File: src/rtl/fpt_pkg.sv
package fpt_pkg;

    localparam logic [3:0] WAVE_FAST = 4'b0111;

    localparam logic [1:0] ADDR_CTRL  = 2'd0;
    localparam logic [1:0] ADDR_CMP_A = 2'd1;
    localparam logic [1:0] ADDR_CMP_B = 2'd2;
    localparam logic [1:0] ADDR_COUNT = 2'd3;

    localparam int PRE_W = 10;

    typedef enum logic [1:0] {
        COM_OFF    = 2'b00,
        COM_RSVD   = 2'b01,
        COM_NONINV = 2'b10,
        COM_INV    = 2'b11
    } com_e;

    typedef struct packed {
        logic [2:0] clk_sel;
        com_e       com_b;
        com_e       com_a;
        logic [3:0] wave;
    } ctrl_t;

    localparam int CTRL_W = $bits(ctrl_t);

    // log2 of the divide ratio; -1 means stopped
    function automatic int div_log(input logic [2:0] sel);
        case (sel)
            3'd1:    return 0;
            3'd2:    return 3;
            3'd3:    return 6;
            3'd4:    return 8;
            3'd5:    return 10;
            default: return -1;
        endcase
    endfunction

endpackage

File: src/rtl/fpt_prescaler.sv
module fpt_prescaler #(
    parameter int PRE_W = fpt_pkg::PRE_W
) (
    input  logic       clk,
    input  logic       rst_n,
    input  logic [2:0] sel,
    output logic       tick
);

    typedef struct packed {
        logic [PRE_W-1:0] pre;
    } pre_st_t;

    pre_st_t          st_d, st_q;
    int               shift;
    logic [PRE_W-1:0] tap_mask;

    always_comb begin
        st_d     = st_q;
        st_d.pre = st_q.pre + 1'b1;
        shift    = fpt_pkg::div_log(sel);
        tap_mask = PRE_W'((1 << ((shift < 0) ? 0 : shift)) - 1);
        if (shift < 0)
            tick = 1'b0;
        else
            tick = ((st_q.pre & tap_mask) == tap_mask);
    end

    always_ff @(posedge clk) begin
        if (!rst_n) st_q <= '0;
        else        st_q <= st_d;
    end

    // divided rates never tick on two neighbouring clocks
    AST_TICK_SPACED: assert property (@(posedge clk) disable iff (!rst_n)
        (sel inside {3'd2, 3'd3, 3'd4, 3'd5}) && $stable(sel) && tick |=> !tick);

endmodule

File: src/rtl/fpt_channel.sv
module fpt_channel #(
    parameter int                CNT_W = 16,
    parameter logic [CNT_W-1:0]  TOP   = 16'h03FF
) (
    input  logic             clk,
    input  logic             rst_n,
    input  logic             fast,
    input  logic             tick,
    input  logic             wrap,
    input  logic [CNT_W-1:0] cnt_q,
    input  logic [CNT_W-1:0] cnt_d,
    input  logic             wr_cmp,
    input  logic [CNT_W-1:0] wr_data,
    input  fpt_pkg::com_e    com,
    output logic             pin,
    output logic             drive
);
    import fpt_pkg::*;

    typedef struct packed {
        logic [CNT_W-1:0] hold;
        logic [CNT_W-1:0] act;
        logic             lvl;
    } ch_st_t;

    ch_st_t st_d, st_q;
    logic   connected;
    logic   inverting;

    assign connected = (com == COM_NONINV) || (com == COM_INV);
    assign inverting = (com == COM_INV);

    always_comb begin
        st_d = st_q;
        if (wrap)
            st_d.act = st_q.hold;
        if (wr_cmp) begin
            if (fast) begin
                st_d.hold = wr_data & TOP;
            end else begin
                st_d.hold = wr_data;
                st_d.act  = wr_data;
            end
        end
        if (!connected)
            st_d.lvl = 1'b0;
        else if (fast)
            st_d.lvl = (cnt_d <= st_d.act) ^ inverting;
        else if (tick && (cnt_q == st_q.act))
            st_d.lvl = ~st_q.lvl;
    end

    always_ff @(posedge clk) begin
        if (!rst_n) st_q <= '0;
        else        st_q <= st_d;
    end

    assign pin   = st_q.lvl;
    assign drive = connected;

    AST_MASKED_STORE: assert property (@(posedge clk) disable iff (!rst_n)
        fast && wr_cmp |=> ((st_q.hold & ~TOP) == '0));

    AST_DISC_LOW: assert property (@(posedge clk) disable iff (!rst_n)
        !connected && $past(!connected) |-> !pin);

    AST_NORMAL_HOLD: assert property (@(posedge clk) disable iff (!rst_n)
        !fast && $past(!fast) && connected && $past(connected)
        && !$past(tick && (cnt_q == st_q.act)) |-> $stable(pin));

    AST_ACT_AT_WRAP: assert property (@(posedge clk) disable iff (!rst_n)
        fast && $past(fast) && !$past(wrap) |-> $stable(st_q.act));

endmodule

File: src/rtl/fast_pwm_timer.sv
module fast_pwm_timer #(
    parameter int CNT_W    = 16,
    parameter int PWM_BITS = 10
) (
    input  logic             clk,
    input  logic             rst_n,
    input  logic             wr_en,
    input  logic [1:0]       wr_addr,
    input  logic [CNT_W-1:0] wr_data,
    output logic             pwm_a,
    output logic             pwm_b,
    output logic             drive_a,
    output logic             drive_b,
    output logic [CNT_W-1:0] timer_count
);
    import fpt_pkg::*;

    typedef logic [CNT_W-1:0] cnt_t;
    localparam cnt_t TOP    = cnt_t'((1 << PWM_BITS) - 1);
    localparam int   N_CHAN = 2;

    typedef struct packed {
        ctrl_t ctrl;
        cnt_t  cnt;
    } tmr_st_t;

    tmr_st_t     st_d, st_q;
    logic        tick;
    logic        fast;
    logic        wrap;
    logic        wr_ctrl;
    logic        wr_cnt;
    logic [N_CHAN-1:0] wr_cmp;
    com_e        com_sel [N_CHAN];
    logic [N_CHAN-1:0] pin_v;
    logic [N_CHAN-1:0] drv_v;

    assign fast      = (st_q.ctrl.wave == WAVE_FAST);
    assign wr_ctrl   = wr_en && (wr_addr == ADDR_CTRL);
    assign wr_cnt    = wr_en && (wr_addr == ADDR_COUNT);
    assign wr_cmp[0] = wr_en && (wr_addr == ADDR_CMP_A);
    assign wr_cmp[1] = wr_en && (wr_addr == ADDR_CMP_B);
    assign com_sel[0] = st_q.ctrl.com_a;
    assign com_sel[1] = st_q.ctrl.com_b;
    assign wrap      = fast && tick && (st_q.cnt >= TOP);

    fpt_prescaler #(.PRE_W(PRE_W)) u_presc (
        .clk   (clk),
        .rst_n (rst_n),
        .sel   (st_q.ctrl.clk_sel),
        .tick  (tick)
    );

    always_comb begin
        st_d = st_q;
        if (wr_ctrl)
            st_d.ctrl = ctrl_t'(wr_data[CTRL_W-1:0]);
        if (wr_cnt)
            st_d.cnt = fast ? (wr_data & TOP) : wr_data;
        else if (tick) begin
            if (fast && (st_q.cnt >= TOP))
                st_d.cnt = '0;
            else
                st_d.cnt = st_q.cnt + 1'b1;
        end
    end

    always_ff @(posedge clk) begin
        if (!rst_n) st_q <= '0;
        else        st_q <= st_d;
    end

    for (genvar g = 0; g < N_CHAN; g++) begin : g_chan
        fpt_channel #(.CNT_W(CNT_W), .TOP(TOP)) u_ch (
            .clk     (clk),
            .rst_n   (rst_n),
            .fast    (fast),
            .tick    (tick),
            .wrap    (wrap),
            .cnt_q   (st_q.cnt),
            .cnt_d   (st_d.cnt),
            .wr_cmp  (wr_cmp[g]),
            .wr_data (wr_data),
            .com     (com_sel[g]),
            .pin     (pin_v[g]),
            .drive   (drv_v[g])
        );
    end

    assign pwm_a       = pin_v[0];
    assign pwm_b       = pin_v[1];
    assign drive_a     = drv_v[0];
    assign drive_b     = drv_v[1];
    assign timer_count = st_q.cnt;

    AST_FAST_WRAP: assert property (@(posedge clk) disable iff (!rst_n)
        fast && tick && (st_q.cnt == TOP) && !wr_cnt |=> (st_q.cnt == '0));

    AST_NORMAL_STEP: assert property (@(posedge clk) disable iff (!rst_n)
        !fast && tick && !wr_cnt && !wr_ctrl
        |=> (st_q.cnt == cnt_t'($past(st_q.cnt) + 1'b1)));

    AST_IDLE_HOLD: assert property (@(posedge clk) disable iff (!rst_n)
        !tick && !wr_cnt |=> $stable(st_q.cnt));

endmodule

File: config.mk
export PLATFORM = sky130hd
export DESIGN_NAME = fast_pwm_timer
export DESIGN_NICKNAME = d
export VERILOG_FILES = /design/src/rtl/fpt_pkg.sv /design/src/rtl/fpt_prescaler.sv /design/src/rtl/fpt_channel.sv /design/src/rtl/fast_pwm_timer.sv
export SDC_FILE = /design/constraint.sdc
export NUM_CORES = 1
export LEC_CHECK = 0
export CAP_MARGIN = 20
export CORE_UTILIZATION = 65
export CTS_BUF_LIST = sky130_fd_sc_hd__clkbuf_8 sky130_fd_sc_hd__clkbuf_16
export DETAILED_ROUTE_END_ITERATION = 8
export DONT_BUFFER_PORTS = 1
export GPL_TIMING_DRIVEN = 0
export PLACE_DENSITY = 0.82
export SLEW_MARGIN = 15
export SYNTH_ARGS = -nofsm -noshare
export SYNTH_HDL_FRONTEND = slang
export SYNTH_SLANG_ARGS = --single-unit
File: constraint.sdc
create_clock -name clk -period 8.05 [get_ports clk]
set_clock_uncertainty 0.05 [all_clocks]
set_input_delay 0 -clock clk [delete_from_list [all_inputs] [get_ports clk]]
set_output_delay 0 -clock clk [all_outputs]
set_load 0.01 [all_outputs]
Yosys cells after proc, flatten, opt, wreduce, memory -nomap -nowiden
Index checks and enable logic that the tools add are counted.
Widths: inputs -> output; s select.
{ "word_totals": {"reg_bits": 103, "output_inout_bits": 20, "elab_cells": 74} }
{ "op_classes": {"n_addsub": 3, "n_lt_le_gt_ge": 4, "n_eq_ne": 16, "shift": 1, "mux": 17, "bitwise": 5, "n_reduce_logical": 16} }
{ "ops": {"columns": ["op", "n"], "rows": [
  ["$mux 16", 10],
  ["$pmux 32 s5", 1],
  ["$eq 16x16->1", 2],
  ["$le 16x16->1", 2],
  ["$lt 32x1->1 const B", 1],
  ["$mux 32", 1],
  ["$shl 1x32->10 const A", 1],
  ["$add 16x1->16 const B", 1],
  ["$ge 16x10->1 const B", 1],
  ["$eq 2x2->1 const B", 6],
  ["$add 10x1->10 const B", 1],
  ["$and 10x10->10", 1],
  ["$eq 10x10->1", 1],
  ["$sub 10x2->10 const B", 1],
  ["$logic_and 1x1->1", 9],
  ["$eq 3x2->1 const B", 2],
  ["$eq 3x3->1 const B", 2],
  ["$mux 1", 5],
  ["$eq 4x3->1 const B", 1],
  ["$reduce_and 2->1", 2],
  ["$reduce_bool 2->1", 2],
  ["$eq 3x1->1 const B", 1],
  ["$eq 2x1->1 const B", 1],
  ["$logic_not 2->1", 1],
  ["other kinds (3)", 6]
]} }

Logic depth before layout (Yosys ltp)
Gate-level depths: netlist of run 1.
{ "logic_depth": {"word_depth": 17, "ltp_mapped": 17} }

Modules after synthesis
A second synthesis of run 1 with hierarchy kept.
{ "unflattened": {"hier_cells": 709, "hier_area_um2": 6363.6} }
{ "modules_own_cells": {"columns": ["mod", "instances", "cells_each", "area_each_um2", "seq_area_each_um2"], "rows": [
  ["fpt_channel at g_chan[0].u_ch", 1, 216, 2016.9, 660.6],
  ["fpt_channel at g_chan[1].u_ch", 1, 213, 1956.9, 660.6],
  ["fast_pwm_timer", 1, 223, 1858.0, 540.5],
  ["fpt_prescaler", 1, 57, 531.8, 200.2]
]} }

Worst setup path before layout of run 1
Ideal clock, no wire load.
{ "synth_path": {"kind": "register -> register", "startpoint": "register st_q[25] (netlist bit)", "endpoint": "register g_chan[1].u_ch.st_q, in the netlist g_chan[1].u_ch.pin", "setup_time_ps": 122, "arrival_ps": 3413, "required_ps": 7878, "setup_slack_ps": 4465, "stages_incl_launch_ff": 17, "path_buffers": 1, "synth_period_minus_slack_ps": 3585, "cell_sequence": "dfxtp_1 -> inv_1 -> ha_1 -> nor3b_1 -> a31oi_1 -> o21ba_2 -> buf_6 -> nor4b_1 -> mux2_2 -> and2_1 -> ha_1 -> nand4_1 -> nor4_1 -> a21boi_0 -> o31ai_1 -> xnor2_1 -> o22ai_1"} }
{ "synth_lines": {"columns": ["item", "line_no", "text"], "rows": [
  ["start, declared", "fast_pwm_timer.sv:27", "tmr_st_t st_d, st_q;"],
  ["start signal, assigned", "fast_pwm_timer.sv:70", "else st_q <= st_d;"],
  ["$eq 3x3->1 (tied with other cells)", "fpt_pkg.sv:30", "case (sel)"],
  ["$pmux 32 s5 *", "fpt_pkg.sv:30", null],
  ["$lt 32x1->1", "fpt_prescaler.sv:22, fpt_prescaler.sv:23", null],
  ["$mux 32", "fpt_prescaler.sv:22", "tap_mask = PRE_W'((1 << ((shift < 0) ? 0 : shift)) - 1);"],
  ["$shl 1x32->10", "fpt_prescaler.sv:22", null],
  ["$sub 10x2->10", "fpt_prescaler.sv:22", null],
  ["$and 10x10->10", "fpt_prescaler.sv:26", "tick = ((st_q.pre & tap_mask) == tap_mask);"],
  ["$eq 10x10->1", "fpt_prescaler.sv:26", null],
  ["$mux 1 *", "fpt_prescaler.sv:23", "if (shift < 0)"],
  ["$mux 16 *", "fast_pwm_timer.sv:60", "else if (tick) begin"],
  ["$mux 16 *", "fast_pwm_timer.sv:58", "if (wr_cnt)"],
  ["net g_chan[0].u_ch.cnt_d[13]", "fpt_channel.sv:11", "input logic [CNT_W-1:0] cnt_d,"],
  ["$le 16x16->1 *", "fpt_channel.sv:48", "st_d.lvl = (cnt_d <= st_d.act) ^ inverting;"],
  ["$xor 1x1->1 *", "fpt_channel.sv:48", null],
  ["$mux 1 *", "fpt_channel.sv:47", "else if (fast)"],
  ["end signal, assigned", "fpt_channel.sv:55", "else st_q <= st_d;"],
  ["end, declared", "fpt_channel.sv:26", "ch_st_t st_d, st_q;"]
]} }
The timed path passes the listed nets; every way through them passes the cells marked *.
A chain may end at the register's enable or synchronous reset.

Final worst setup path of run 1
Ends and elaborated chain as after synthesis.

==> results.yml, run 1 <==
drt:
  drt_iter0_markers: 528
  drc: 0
  via_per_inst: 6.56
  drtPass1Iterations: 6
  routed_wl_um: 19800
  vias: 5999
  ant_nets: 0
  post_drt_wl_per_cell_um: 21.7
cts:
  tritoncts: "built"
  clk_pin_slew_ps: 110
  cts_sinks: 103
  h-tree-depth: 3
  clockRootBuffer: "clkbuf_8"
  clock_latency_ps: 390
  cts.repair.resized: 0
  clk_path_buf_depth: 2
  cts_inserted_buffers: 9
setup_path:
  rr_endpoint: "g_chan[1].u_ch.pin"
  reg2reg_from: "st_q[25]"
  worstSetupEndpointType: "register"
  r2r_cells: 16
  start_kind: "register"
  required_ps: 8280
  crit_type: "reg -> reg"
  r2r_slack_ps: 3440
  cp.arrival_ps: 4840
  crit_fanout: 10
  crit_end: "g_chan[1].u_ch.pin"
  crit_start: "st_q[25]"
synthesis:
  syn_inst: 746
  synth_seq_cells: 103
  async_flop_share_pct: 0
  yosys_warnings: 0
  syn_area_per_cell_um2: 8.48
  synth_area_mm2: 0.00633
  synth-main-ff-cell: "dfxtp_1"
  seq_area_frac_synth_pct: 32.6
  yosysUniqueCellTypes: 65
  syn-num-nets: 803
  synth_edf_count: 0
sta:
  finalSetupViolCount: 0
  max_freq_mhz: 217
  fin_crit_ps: 4610
  tightest_slew_ps: 776
  finalHoldViolations: 0
  period_share_pct: 57.2
  tns_ps: 0
  relSlewSlack_pct: 48.1
  maxSlewViolCount: 0
  rsz0062_at_grt: "no"
floorplan:
  fp.dieH_um: 101
  dieWidth_um: 101
  start_util_pct: 67.8
  dieArea_mm2: 0.0101
  ios: 41
  rows: 35
  coreArea_mm2: 0.00933
power:
  p_seq_share_pct: 46.8
  power_density_mw_per_mm2: 170
  p_switching_w: 0.000384
  swShare_pct: 32.6
  p_int_w: 0.000793
  clkPwrFrac_pct: 28.8
  irDropWorstVdd_mv: 0.190
  power_leakage_nw: 2.81
  p_comb_share_pct: 24.4
place:
  place_congestion: 0.953
  io_buffers: 0
  dpl.hpwl_um: 14700
  placement.cell_area_mm2: 0.00649
layout:
  seq_area_mm2: 0.00206
  fill_cells: 768
  final_net_count: 836
  syn2layout_area_growth_pct: 9.29
  layout-drive-gt1-share_pct: 8.55
  multi_input_area_mm2: 0.00384
  final_common_cell: "dfxtp_1"
  final_cell_mix: "103 x dfxtp_1, 83 x nor2_1, 80 x nand2_1, 43 x a21oi_1, 43 x mux2i_1"
  stdcell_area_mm2: 0.00692
grt:
  grt_pass1_wl_um: 30000
  grt-ovfl-total: 0
  antenna_found_initial: 2
  grt_usage_pct: 40.1
  grt_pass1_vias: 5541
  grt_max_degree: 19
min_path:
  min-delay-path-class: "in -> reg"
outcome:
  status: "finished, final reports clean"
flow_run:
  max-cap-violations: 0
-- power by group through the flow --
stage | logic (W) | clock network [W] | registers, W
2_1_floorplan | 0.000193 | 0 | 0.000556
3_3_place_gp | 0.000250 | 0 | 0.000561
3_5_place_dp | 0.000256 | 0 | 0.000562
4_1_cts | 0.000277 | 0.000341 | 0.000550
5_1_grt | 0.000310 | 0.000360 | 0.000553
6_report | 0.000287 | 0.000339 | 0.000551
-- logic make-up (layout without fill, tap and decap cells) --
family	Yosys count	after routing	synth area share, %
AO/OA/AOI/OAI	174	174	19.3
buffers and inverters	71	109	6.70
flip-flops	103	103	32.6
AND/OR/NAND/NOR	273	273	21.0
other	0	1	0
XOR/XNOR	44	44	6.09
multiplexers	45	45	7.16
adder cells (fa/ha/maj)	36	36	7.12
-- metrics by stage --
| stage | power [W] | hold WS (ps) | std cells | util (%) | setup WS (ps) |
|---|---|---|---|---|---|
| 5_1_grt | 0.00122 | 26.1 | 914 | 74.1 | 3260 |
| 3_5_place_dp | 0.000818 | 94.8 | 875 | 69.6 | 3610 |
| 6_report | 0.00118 | 9.11 | 914 | 74.1 | 3440 |
| 4_1_cts | 0.00117 | 8.67 | 913 | 74.1 | 3570 |
| 3_3_place_gp | 0.000811 | 88.4 | 875 | 69.6 | 3620 |
| 2_1_floorplan | 0.000750 | 86.0 | 746 | - | 4470 |
-- how the worst min path moves through the flow --
stage / from / endpoint / cells past startpoint
after CTS: wr_en / com_sel[1] / 3
after global placement: wr_data[8] / g_chan[1].u_ch.st_q[25] / 2
final: wr_en / st_q[19] / 3
after floorplan: wr_data[0] / g_chan[0].u_ch.st_q[17] / 2
after global routing: wr_en / com_sel[3] / 3
after detailed placement: wr_data[3] / g_chan[0].u_ch.st_q[20] / 2
-- layout make-up --
type / instances / share of cell area [%]
buffer: 66 / 5.86
clock inverter: 7 / 1.16
sequential: 103 / 29.8
timing repair buffer: 22 / 3.18
multi-input combinational: 572 / 55.5
clock buffer: 9 / 1.79
antenna: 1 / 0.0362
tap: 129 / 2.33
inverter: 5 / 0.271
-- what timing repair did --
action | 4_1_cts | 5_1_grt
endpoints found under the hold margin | 94 | 0
hold buffers | 22 | 0
buffers inserted | 0 | 0
-- synthesized netlist by cell type, drive strengths merged (2+ instances only) --
cell type	n	area, um2
dfxtp	103	2060
nor2	84	318
nand2	80	300
a21oi	44	224
mux2i	43	430
xor2	37	324
clkbuf	36	165
ha	36	450
a211oi	35	263
buf	30	240
a21o	28	210
nand3	26	130
nor4	17	128
and2	12	75.1
a22oi	11	82.6
and3	11	68.8
a31oi	10	62.6
nand4	10	68.8
nor3	9	55.1
xnor2	7	61.3
inv	5	18.8
o211ai	5	37.5
o21a	5	37.5
o21ai	5	25.0
o22ai	5	31.3
o31ai	5	37.5
nor2b	4	25.0
or2	4	25.0
a211o	3	26.3
a32oi	3	26.3
or3	3	18.8
a21boi	2	15.0
a41oi	2	17.5
and4	2	17.5
mux2	2	22.5
nand2b	2	12.5
nor3b	2	15.0
o211a	2	20.0
o21bai	2	15.0
or4	2	15.0
-- critical path, cell delays in order, from the launching register on --
cell      delay [ps]
dfxtp_1          440
inv_1            110
ha_1             260
nor3b_1          290
o211a_1          230
o221ai_2         160
buf_6            190
nor4_1           370
mux2_1           370
and2_1           190
ha_1             320
a21oi_1          310
nor2b_1          300
o31ai_1          120
o31ai_1          490
xnor2_1          180
o22ai_1          100
-- routing by layer --
layer	vias to the layer above	wire length, um	part of all wire [%]	track usage [%]
li1	2750	-	-	-
met1	2789	8160	41	52.8
met2	373	8700	44	63.3
met3	85	1870	9.4	8.53
met4	2	1050	5.3	17.9
met5	-	13	0.066	0
-- registers in the layout (all words and copies together) (netlist names) --
register,flops
g_chan.u_ch.st_q,64
timer_count,16
u_presc.st_q,10
st_q,7
com_sel,4
g_chan.u_ch.pin,2
Note: power is estimated with default switching activity, not from simulation.
==> inputs of run 2 (changes only) <==
Settings changed: ABC_AREA from default to 1, CORE_UTILIZATION 65 to 58, PLACE_DENSITY 0.82 to 0.77.
Clock period 8.05 ns to 3.9 ns, I/O delays scaled along.
==> run 2 against run 1 <==
  * Setup slack got worse by 3400 ps
  * Clock-buffer cell count increased by 1
  * Maximum frequency increased by 19%
  * Largest power group unchanged
==> results.yml, run 2 <==
place:
  io_buffers: 0
  placement.cell_area_mm2: 0.00669
  dpl.hpwl_um: 14400
  place_congestion: 0.936
synthesis:
  syn_area_per_cell_um2: 6.71
  synth_area_leader_cell: "dfxtp_1"
  syn-num-nets: 1028
  synthSimpleGateAreaFrac_pct: 33.1
  yosysUniqueCellTypes: 37
  synth_edf_count: 0
  seq_area_frac_synth_pct: 31.7
  synth_seq_cells: 103
  synth.most_common_cell: "nand2_1"
  synth_top_family_by_area: "simple AND/OR/NAND/NOR gates"
  synth_fa_ha_area_share_pct: 6.92
  synth_area_mm2: 0.00651
  async_flop_share_pct: 0
  yosys_warnings: 0
  synth_area_leaders: "dfxtp_1 32%, nand2_1 13%, a21oi_1 6.9%"
  syn_inst: 971
  synth_mux_area_share_pct: 0
  synth-main-ff-cell: "dfxtp_1"
  yosys-top-cells-count: "230 x nand2_1, 103 x dfxtp_1, 103 x inv_1"
  synth-xor-area-share_pct: 4.44
  synth-compound-area-share_pct: 11.6
  synth_top_area_share_pct: 31.7
drt:
  drt_iter0_markers: 761
  ant_nets: 0
  routed_wl_um: 20900
  dr_wl_met2_um: 9370
  vias: 6872
  drtPass1Iterations: 8
  drc: 0
  wl_met3_um: 2180
  wl_met1_um: 8650
  via_per_inst: 5.89
  highest_layer: "met4"
  post_drt_wl_per_cell_um: 17.9
sta:
  maxSlewViolCount: 0
  finalHoldViolations: 0
  tightest_slew_ps: 783
  tns_ps: 0
  relSlewSlack_pct: 47.8
  finalSetupViolCount: 0
  fin_crit_ps: 3880
  period_share_pct: 99.4
  rsz0062_at_grt: "yes"
  max_freq_mhz: 258
setup_path:
  required_ps: 4160
  r2r_slack_ps: 20
  crit_type: "reg -> reg"
  rr_endpoint: "g_chan[0].u_ch.pin"
  r2r_cells: 25
  reg2reg_from: "st_q[25]"
  start_kind: "register"
  cp.arrival_ps: 4140
  worstSetupEndpointType: "register"
  crit_fanout: 5
grt:
  grt_pass1_wl_um: 31500
  grt_max_degree: 18
  grt_pass1_vias: 6270
  antenna_found_initial: 0
  grt_usage_pct: 35.4
  grt-ovfl-total: 0
layout:
  fill_cells: 952
  stdcell_area_mm2: 0.00756
  n_antenna_cell: 0
  syn2layout_area_growth_pct: 16.1
  final_cell_mix: "220 x nand2_1, 100 x inv_1, 99 x dfxtp_1, 88 x a21oi_1, 76 x nand3_1"
  layout-drive-gt1-share_pct: 13.2
  largest_register: "g_chan.u_ch.st_q"
  final_core_util_pct: 69.4
  final_net_count: 1079
  largest_reg_flops: 64
  final_common_cell: "nand2_1"
floorplan:
  coreArea_mm2: 0.0109
  fp.dieH_um: 108
  ios: 41
  start_util_pct: 59.8
  dieArea_mm2: 0.0117
  rows: 38
  dieWidth_um: 108
min_path:
  whs_path_depth: 4
  hold_path_end: "g_chan[0].u_ch.st_q[17]"
  hp-start: "wr_addr[1]"
  min-delay-path-class: "in -> reg"
outcome:
  status: "finished, final reports clean"
cts:
  cts_sinks: 103
  tritoncts: "built"
  h-tree-depth: 3
  clk_path_buf_depth: 2
  clockRootBuffer: "clkbuf_8"
  clk_pin_slew_ps: 110
  clock_latency_ps: 380
  cts_inserted_buffers: 9
power:
  irDropWorstVdd_mv: 0.320
  power_density_mw_per_mm2: 357
  power_leakage_nw: 3.33
flow_run:
  max-cap-violations: 0
[run 2: cell types whose count changed in the layout (fill, tap and decap cells not counted), sizes merged, moves of 15 or more]
| cell | change |
|---|---|
| a211oi | -35 |
| a21o | -28 |
| a21oi | +47 |
| buf | +15 |
| inv | +104 |
| mux2i | -43 |
| nand2 | +162 |
| nand3 | +59 |
| nand4 | +37 |
| nor4 | -15 |
| o21ai | +44 |
| xnor2 | +18 |
| xor2 | -29 |
[run 2: report_power, final]
group	internal (W)	switching, W	leakage [nW]
sequential	0.00110	0.0000524	0.842
combinational	0.000284	0.000472	2.37
clock	0.000385	0.000401	0.120
total	0.00177	0.000926	3.33
[run 2: worst max path at each step]
| stage | from | end | slack (ps) | cells after the start |
|---|---|---|---|---|
| after global routing | st_q[25] | g_chan[0].u_ch.pin | -180 | 25 |
| after floorplan | st_q[25] | g_chan[0].u_ch.pin | 610 | 25 |
| after CTS | st_q[25] | g_chan[0].u_ch.pin | -10 | 24 |
| final | st_q[25] | g_chan[0].u_ch.pin | 20 | 25 |
| after global placement | st_q[25] | g_chan[0].u_ch.pin | -300 | 22 |
| after detailed placement | st_q[25] | g_chan[0].u_ch.pin | -350 | 22 |
[run 2: kinds of logic after synthesis]
| kind of cell | after synthesis |
|---|---|
| AO/OA/AOI/OAI | 146 |
| XOR/XNOR | 33 |
| adder cells (fa/ha/maj) | 36 |
| buffers and inverters | 175 |
| flip-flops | 103 |
| AND/OR/NAND/NOR | 478 |
[run 2: final cells by class]
class                      instances  area [um2]  area share, %
buffer                            66         408           5.40
clock buffer                      10         138           1.82
clock inverter                     6        92.6           1.22
inverter                         108         415           5.49
multi-input combinational        693        3850           51.0
sequential                       103        2070           27.4
tap                              140         175           2.32
timing repair buffer              41         409           5.41
[run 2: worst max-delay path, stage by stage, from the launching register on]
cell and delay, ps:
dfxtp_4 390, inv_4 50, ha_4 280, inv_4 40
buf_6 110, nand2_1 60, o211ai_1 90, nor2_1 120
nand2_1 100, a21oi_4 280, buf_6 160, nand3_4 110
buf_8 170, nand2_1 70, nand3_2 80, nand2_2 100
inv_2 50, ha_4 260, nand2_2 80, nor4_4 340
nand4_1 250, nand3_1 150, nand3_1 90, nand2_1 110
nand2_1 80, a21oi_2 150
[run 2: per-layer routing]
layer | vias to the layer above | global-route usage (%)
met3 | 82 | 6.69
met2 | 389 | 55.1
met1 | 3140 | 48.1
li1 | 3261 | -
met5 | - | 0
met4 | 0 | 14.4
[run 2: stage by stage]
stage	worst slack [ps]	hold slack (ps)	total power, W	instances
final	23.9	79.6	0.00270	1167
after global routing	-176	88.4	0.00282	1167
after CTS	-13.2	50.3	0.00262	1158
after detailed placement	-352	101	0.00180	1111
after global placement	-296	96.6	0.00179	1111
after floorplan	608	88.4	0.00163	971
[run 2: repair_timing]
item                                    CTS  global route
gates cloned                              0             1
endpoints found under the hold margin    94             0
pin swaps                                 1            25
hold buffers                             29             0
setup buffers                             2             9
resized for setup                         8            65
endpoints found under the setup margin    2             2
==> inputs of run 3 (changes only) <==
Settings changed: CORE_UTILIZATION 58 to 60, CTS_BUF_LIST sky130_fd_sc_hd__clkbuf_8 sky130_fd_sc_hd__clkbuf_16 to sky130_fd_sc_hd__clkbuf_8, PLACE_DENSITY 0.77 to 0.8.
==> run 3 against run 2 <==
  * Non-clock buffer count fell by 9
  * Sequential cell count did not move
  * Die area fell by 3.3%
  * Maximum frequency rose by 2.5%
  * Utilization rose by 1.5 points
  * Setup slack improved by 95 ps
  * First-iteration DRC count rose by 19%
  * Largest power group unchanged
==> results.yml, run 3 (synthesis gave the netlist of run 2 again) <==
layout:
  fill_cells: 871
  layout-drive-gt1-share_pct: 12.0
  largest_reg_flops: 64
  final_net_count: 1070
  largest_register: "g_chan.u_ch.st_q"
  final_core_util_pct: 70.9
  syn2layout_area_growth_pct: 13.4
  multi_input_area_mm2: 0.00380
  final_cell_mix: "225 x nand2_1, 102 x inv_1, 100 x dfxtp_1, 86 x a21oi_1, 79 x nand3_1"
  seq_area_mm2: 0.00207
  final_common_cell: "nand2_1"
  stdcell_area_mm2: 0.00739
cts:
  clock_latency_ps: 390
  h-tree-depth: 3
  tritoncts: "built"
  clockRootBuffer: "clkbuf_8"
  cts_sinks: 103
  clk_pin_slew_ps: 100
  clk_path_buf_depth: 2
  cts_inserted_buffers: 9
min_path:
  min-delay-path-class: "in -> reg"
drt:
  ant_nets: 0
  drc: 0
  drt_iter0_markers: 903
  post_drt_wl_per_cell_um: 17.9
  vias: 6766
  via_per_inst: 5.86
  drtPass1Iterations: 5
  routed_wl_um: 20600
power:
  p_seq_share_pct: 44.3
  swShare_pct: 34.7
  p_comb_share_pct: 28.1
  clkPwrFrac_pct: 27.6
  p_int_w: 0.00170
  total_power_w: 0.00261
  power_leakage_nw: 3.27
  irDropWorstVdd_mv: 0.273
  power_density_mw_per_mm2: 353
  p_switching_w: 0.000907
place:
  placement.cell_area_mm2: 0.00668
  io_buffers: 0
  dpl_worst_slack_ps: -216
  dpl.hpwl_um: 14800
  place_congestion: 0.999
setup_path:
  cp_num_buf_inv: 4
  cp_top_family: "simple AND/OR/NAND/NOR gates"
  crit_top_cell: "nand2_1"
  required_ps: 4130
  crit_type: "reg -> reg"
  critPathMaxStageDelay_ps: 450
  start_kind: "register"
  cp.arrival_ps: 4010
  worstSetupEndpointType: "register"
  slowest_stage: "dfxtp_1"
  crit_fanout: 8
sta:
  finalSetupViolCount: 0
  finalHoldViolations: 0
  setup_ws_ps: 119
  max_freq_mhz: 264
  fin_crit_ps: 3780
  relSlewSlack_pct: 46.8
  period_share_pct: 97.0
  maxSlewViolCount: 0
  tightest_slew_ps: 797
grt:
  grt_pass1_vias: 6103
  grt_usage_pct: 37.3
  grt_max_degree: 17
  grt_pass1_wl_um: 31900
  grt-ovfl-total: 0
  antenna_found_initial: 1
flow_run:
  max-cap-violations: 0
floorplan:
  ios: 41
  coreArea_mm2: 0.0104
  fp.dieH_um: 106
  dieArea_mm2: 0.0113
  rows: 37
  dieWidth_um: 106
  start_util_pct: 62.5
outcome:
  status: "finished, final reports clean"
run 3: metrics by stage:
stage | cells | hold WS [ps] | setup TNS (ps)
floorplan | 971 | 88.4 | 0
finish | 1155 | 38.0 | 0
global route | 1155 | 81.0 | -118
CTS | 1145 | 9.50 | 0
global placement | 1107 | 97.2 | -232
detailed placement | 1107 | 116 | -314
run 3: power groups by stage:
stage | clock, W | sequential (W) | combinational (W)
2_1_floorplan | 0 | 0.00116 | 0.000472
5_1_grt | 0.000770 | 0.00116 | 0.000811
4_1_cts | 0.000718 | 0.00115 | 0.000659
3_5_place_dp | 0 | 0.00118 | 0.000623
3_3_place_gp | 0 | 0.00118 | 0.000610
6_report | 0.000719 | 0.00116 | 0.000734
run 3: routing by layer:
metal	global-route usage [%]	vias to the layer above	share of wire [%]
li1	-	3255	-
met3	8.95	61	11
met2	54.6	384	44
met4	21.5	0	4.0
met5	0	-	0
met1	49.8	3066	41
run 3: what timing repair did:
| action | in CTS | in global routing |
|---|---|---|
| gates resized for setup | 5 | 50 |
| pin swaps | 1 | 10 |
| hold endpoints to repair | 94 | 1 |
| setup buffers | 1 | 7 |
| endpoints found under the setup margin | 2 | 2 |
| cloned | 0 | 1 |
| hold buffers | 21 | 1 |
run 3: final cells by class:
class,instances,area share (%)
multi-input cells,693,51.5
flip-flops and latches,103,28.0
plain buffers,67,5.64
inverters,108,5.56
repair buffers,31,4.18
well taps,136,2.30
clock buffers,11,2.05
clock inverters,5,0.762
diodes,1,0.0339
run 3: final timing paths:
path                            slack, ps                 endpoint  depth (start not counted)       startpoint
worst max-delay path                  120       g_chan[1].u_ch.pin                         25         st_q[26]
worst min-delay path                   40  g_chan[0].u_ch.st_q[23]                          3       wr_addr[1]
worst max register to register        120       g_chan[1].u_ch.pin                         25         st_q[26]
worst min register to register        410          u_presc.st_q[0]                          1  u_presc.st_q[0]
run 3: worst min-delay path: stages:
cell      delay (ps)
nor2_1            40
clkbuf_1         220
a21oi_1          180
